==> src/rtl/mpc_pkg.sv <==
package mpc_pkg;
    localparam int PIX_W = 2;
    typedef logic [PIX_W-1:0] qpix_t;
endpackage

==> src/rtl/mpc_cur_chain.sv <==
module mpc_cur_chain
    import mpc_pkg::*;
#(
    parameter int N_PIX = 16
) (
    input  logic                   clk,
    input  logic                   rst_n,
    input  logic                   shift_en,
    input  qpix_t                  pix_in,
    input  logic                   mask_in,
    output logic [N_PIX*PIX_W-1:0] pix_vec,
    output logic [N_PIX-1:0]       mask_vec
);
    for (genvar k = 0; k < N_PIX; k++) begin : g_link
        qpix_t nxt_pix;
        logic  nxt_mask;
        if (k == 0) begin : g_head
            assign nxt_pix  = pix_in;
            assign nxt_mask = mask_in;
        end else begin : g_body
            assign nxt_pix  = pix_vec[(k-1)*PIX_W +: PIX_W];
            assign nxt_mask = mask_vec[k-1];
        end
        always_ff @(posedge clk or negedge rst_n) begin
            if (!rst_n) begin
                pix_vec[k*PIX_W +: PIX_W] <= '0;
                mask_vec[k]               <= 1'b0;
            end else if (shift_en) begin
                pix_vec[k*PIX_W +: PIX_W] <= nxt_pix;
                mask_vec[k]               <= nxt_mask;
            end
        end
    end
endmodule

==> src/rtl/mpc_ref_rows.sv <==
module mpc_ref_rows
    import mpc_pkg::*;
#(
    parameter int N = 16
) (
    input  logic                     clk,
    input  logic                     rst_n,
    input  logic                     load_en,
    input  logic [N*PIX_W-1:0]       row_in,
    output logic [N*N*PIX_W-1:0]     ref_vec
);
    localparam int ROW_W = N * PIX_W;

    for (genvar r = 0; r < N; r++) begin : g_row
        logic [ROW_W-1:0] nxt_row;
        if (r == 0) begin : g_top
            assign nxt_row = row_in;
        end else begin : g_lower
            assign nxt_row = ref_vec[(r-1)*ROW_W +: ROW_W];
        end
        always_ff @(posedge clk or negedge rst_n) begin
            if (!rst_n)       ref_vec[r*ROW_W +: ROW_W] <= '0;
            else if (load_en) ref_vec[r*ROW_W +: ROW_W] <= nxt_row;
        end
    end
endmodule

==> src/rtl/mpc_cmp_cell.sv <==
module mpc_cmp_cell
    import mpc_pkg::*;
(
    input  logic  clk,
    input  logic  rst_n,
    input  qpix_t cur,
    input  qpix_t refp,
    input  logic  mask,
    output logic  miss
);
    logic differ;

    assign differ = |(cur ^ refp);

    always_ff @(posedge clk or negedge rst_n) begin
        if (!rst_n) miss <= 1'b0;
        else        miss <= mask & differ;
    end


    quiet_flag_chk: assert property (@(posedge clk) disable iff (!rst_n)
        (!mask || cur == refp) |=> !miss);

    diff_flag_chk: assert property (@(posedge clk) disable iff (!rst_n)
        (mask && cur != refp) |=> miss);
endmodule

==> src/rtl/edge_mismatch_array.sv <==
module edge_mismatch_array
    import mpc_pkg::*;
#(
    parameter int N = 16
) (
    input  logic                 clk,
    input  logic                 rst_n,
    input  logic                 cur_shift,
    input  logic [PIX_W-1:0]     cur_pix,
    input  logic                 cur_mask,
    input  logic                 ref_load,
    input  logic [N*PIX_W-1:0]   ref_row,
    output logic [N*N-1:0]       miss_vec
);
    localparam int NN = N * N;

    logic [NN*PIX_W-1:0] cur_vec;
    logic [NN-1:0]       mask_vec;
    logic [NN*PIX_W-1:0] ref_vec;

    mpc_cur_chain #(.N_PIX(NN)) u_chain (
        .clk      (clk),
        .rst_n    (rst_n),
        .shift_en (cur_shift),
        .pix_in   (cur_pix),
        .mask_in  (cur_mask),
        .pix_vec  (cur_vec),
        .mask_vec (mask_vec)
    );

    mpc_ref_rows #(.N(N)) u_rows (
        .clk     (clk),
        .rst_n   (rst_n),
        .load_en (ref_load),
        .row_in  (ref_row),
        .ref_vec (ref_vec)
    );

    for (genvar k = 0; k < NN; k++) begin : g_cell
        mpc_cmp_cell u_cell (
            .clk   (clk),
            .rst_n (rst_n),
            .cur   (cur_vec[k*PIX_W +: PIX_W]),
            .refp  (ref_vec[k*PIX_W +: PIX_W]),
            .mask  (mask_vec[k]),
            .miss  (miss_vec[k])
        );
    end


    head_load_chk: assert property (@(posedge clk) disable iff (!rst_n)
        cur_shift |=> (cur_vec[PIX_W-1:0] == $past(cur_pix)) && (mask_vec[0] == $past(cur_mask)));

    cur_hold_chk: assert property (@(posedge clk) disable iff (!rst_n)
        !cur_shift |=> $stable(cur_vec) && $stable(mask_vec));

    ref_top_chk: assert property (@(posedge clk) disable iff (!rst_n)
        ref_load |=> ref_vec[N*PIX_W-1:0] == $past(ref_row));

    ref_hold_chk: assert property (@(posedge clk) disable iff (!rst_n)
        !ref_load |=> $stable(ref_vec));
endmodule

==> config.mk <==
export PLATFORM = sky130hd
export DESIGN_NAME = edge_mismatch_array
export DESIGN_NICKNAME = d
export VERILOG_FILES = /design/src/rtl/mpc_pkg.sv /design/src/rtl/mpc_cur_chain.sv /design/src/rtl/mpc_ref_rows.sv /design/src/rtl/mpc_cmp_cell.sv /design/src/rtl/edge_mismatch_array.sv
export SDC_FILE = /design/constraint.sdc
export NUM_CORES = 2
export LEC_CHECK = 0
export BUFFER_PORTS_ARGS = -buffer_cell sky130_fd_sc_hd__buf_2
export CAP_MARGIN = 5
export CORE_UTILIZATION = 29
export DETAILED_ROUTE_END_ITERATION = 7
export GPL_TIMING_DRIVEN = 0
export PLACE_DENSITY = 0.53
export SYNTH_ARGS = -nofsm -noshare
export SYNTH_HDL_FRONTEND = slang
export SYNTH_SLANG_ARGS = --single-unit
==> constraint.sdc <==
create_clock -name clk -period 1.2 [get_ports clk]
set_input_delay 0.06 -clock clk [delete_from_list [all_inputs] [get_ports clk]]
set_output_delay 0.06 -clock clk [all_outputs]
set_load 0.03 [all_outputs]
==> out/metrics.cfg <==
[worst_setup_path]
r2r-start = u_rows.g_row[3].nxt_row[8]$_DFFE_PN0P_
start_kind = flip-flop
worst_path_max_delay_cell = dfrtp_2
crit_type = reg -> out
crit_family = flip-flops
crit_chain = buf_6
cp-end-kind = output port
worst_ep_arrival_time_ns = 1.46
cp.buffers_inverters = 1
cp_max_fo = 1
cp.required_ns = 1.14
critical_path.startpoint = g_cell[192].u_cell.miss$_DFF_PN0_
max_stage_delay_ns = 0.48

[timing]
worst_pin_slew_ns = 0.934
tns_ns = -50.13
clock.fmax_ghz = 0.659
maxSlewViolCount = 0
relSlewSlack_pct = 37.7
fin_crit_ns = 1.52
fin_skew_ns = 0.0285
whs_ns = -0.470
fin_crit_sh_pct = 126
setup_ws_ns = -0.317
hold_viol = 123
grt_setup_unrepaired = true
setup_viol = 257

[route]
routed_via_density = 4.30
drtIter0Drc = 1307
totalWireLength_um = 153000
wl_per_cell_um = 21.1
m1WireLength_um = 70100
firstDrtPassIters = 4
top_layer_used = met4
dr_total_vias = 31237
dr_wl_met2_um = 74400
antenna_left = 0
drc_errors = 0
wl_met3_um = 5050

[power]
power.density_nw_per_um2 = 1930
p_total_uw = 144000
p_leak_uw = 0.0337
max-vdd-ir-drop_mv = 1.28

[hold_path]
hold_path.class = in -> async

[floorplanning]
ioPinCount = 295
start_util_pct = 29.3
die_h_um = 466
core.rowCount = 169
dieArea_um2 = 217000
die_w_um = 466
core-area_um2 = 213000

[cells_and_area]
layout-drive-gt1-share_pct = 46.5
finish.utilization_pct = 35.1
syn2layout_area_growth_pct = 19.6
nNetsFinal = 4340
layout.cells.non_filler = 7261

[global_route]
track_usage_pct = 14.2
antenna_found_initial = 10
grt_pass1_wl_um = 230000
grt_pass1_vias = 33774
overflow = 0
grt_max_degree = 161

[synthesis]
synth.avg_cell_area_um2 = 15.7
ys_seq_area_share_pct = 61.6
synthCells = 3982
syn_area_um2 = 62400
yosys_warnings = 0
syn-num-nets = 4021
synthDistinctLibCells = 7
ys_ff_latch = 1536

[status]
status = complete, but fails checks
violations = hold timing, setup timing

[cts]
post_cts_buffers = 0
cts_sinks = 1536
path_clk_slew_ns = 0.06
cts_tree = built
cts_buffers = 177
htree_num_levels = 4
root_buffer = clkbuf_16
clockBufferDepth = 3
clk_latency_ns = 0.82

[placed_design]
placed_cells = 7105
dp_hpwl_um = 108000
numPortBuffers = 292
gp_congestion = 0.759

[flow_run]
max-cap-violations = 0

-- worst register-to-register path, stage by stage, from the launching register on --
cell      delay, ns
dfrtp_1        0.47
xnor2_1        0.17
a21boi_1       0.41
-- logic make-up after synthesis --
| logic type | Yosys count | share of synthesized area, % |
|---|---|---|
| AO/OA/AOI/OAI | 256 | 3.08 |
| buffers and inverters | 398 | 5.03 |
| flip-flops | 1536 | 61.6 |
| XOR/XNOR | 512 | 7.19 |
| multiplexers | 1280 | 23.1 |
-- metal layers --
| metal | vias to the layer above | global-route usage [%] |
|---|---|---|
| met4 | 0 | 4.10 |
| met5 | - | 0 |
| met3 | 203 | 2.26 |
| met1 | 16439 | 19.4 |
| li1 | 14167 | - |
| met2 | 428 | 23.2 |
-- report_power, final --
| group | total [µW] | switching [µW] | leakage, µW | internal [µW] |
|---|---|---|---|---|
| registers | 70800 | 10700 | 0.0202 | 60100 |
| clock network | 53700 | 21800 | 0.00283 | 32000 |
| logic | 19600 | 6990 | 0.0107 | 12600 |
-- worst paths after layout --
path	to	slack, ns	cells past startpoint
max	miss_vec[192]	-0.32	1
min	g_cell[102].u_cell.miss$_DFF_PN0_	-0.47	6
max reg2reg	g_cell[36].u_cell.miss$_DFF_PN0_	-0.02	2
min reg2reg	u_chain.mask_vec[255]$_DFFE_PN0P_	0.50	1
max in group asynchronous	g_cell[248].u_cell.miss$_DFF_PN0_	0.04	11
min in group clk	u_chain.g_link[56].nxt_pix[0]$_DFFE_PN0P_	0.08	3
-- cells in the mapped netlist --
cell type | n | area (µm²)
a21boi_0 | 256 | 1920
buf_2 | 22 | 110
buf_4 | 322 | 2420
buf_6 | 54 | 608
dfrtp_1 | 1536 | 38400
mux2_2 | 1280 | 14400
xnor2_1 | 512 | 4480
-- cells in the final DEF, fill, tap and decap left out, types with 9 or more instances in the layout --
cell / count
buf_4: 65
a21boi_2: 16
dfrtp_2: 25
xnor2_1: 512
dfrtp_1: 1511
a21boi_0: 163
clkbuf_8: 45
diode_2: 9
buf_2: 57
clkinv_2: 14
mux2_2: 1280
dlygate4sd3_1: 65
inv_6: 10
bufinv_16: 9
buf_16: 17
clkbuf_1: 41
buf_6: 312
clkbuf_16: 187
a21boi_1: 77
-- flip-flops by register name (all words and copies together), names as in the netlist --
name	flops
u_chain.mask_vec	1
u_rows.ref_vec	32
u_chain.g_link.nxt_pix	510
u_rows.g_row.nxt_row	480
u_chain.pix_vec	2
g_cell.u_cell.miss	256
u_chain.g_link.nxt_mask	255
-- metrics by stage --
stage | setup WS, ns | cell area, µm²
3_3_place_gp | -35.10 | 67400
2_1_floorplan | 0.207 | 62400
5_1_grt | -0.376 | 74600
4_1_cts | -0.423 | 74300
6_report | -0.317 | 74600
3_5_place_dp | -2.62 | 67700
-- layout make-up --
| cell class | instances | area [µm²] |
|---|---|---|
| fillers | 20500 | 138000 |
| flip-flops and latches | 1536 | 38500 |
| multi-input cells | 2048 | 20900 |
| clock buffers | 264 | 5230 |
| repair buffers | 392 | 4690 |
| well taps | 2821 | 3530 |
| plain buffers | 146 | 1260 |
| clock inverters | 45 | 569 |
| diodes | 9 | 22.5 |
-- timing repair --
| item | 4_1_cts | 5_1_grt |
|---|---|---|
| hold endpoints to repair | 639 | 314 |
| gates cloned | 11 | 9 |
| endpoints found under the setup margin | 1100 | 1012 |
| resized for setup | 637 | 22 |
| hold buffers | 68 | 2 |
No activity file was read; power rests on OpenSTA's default activity.
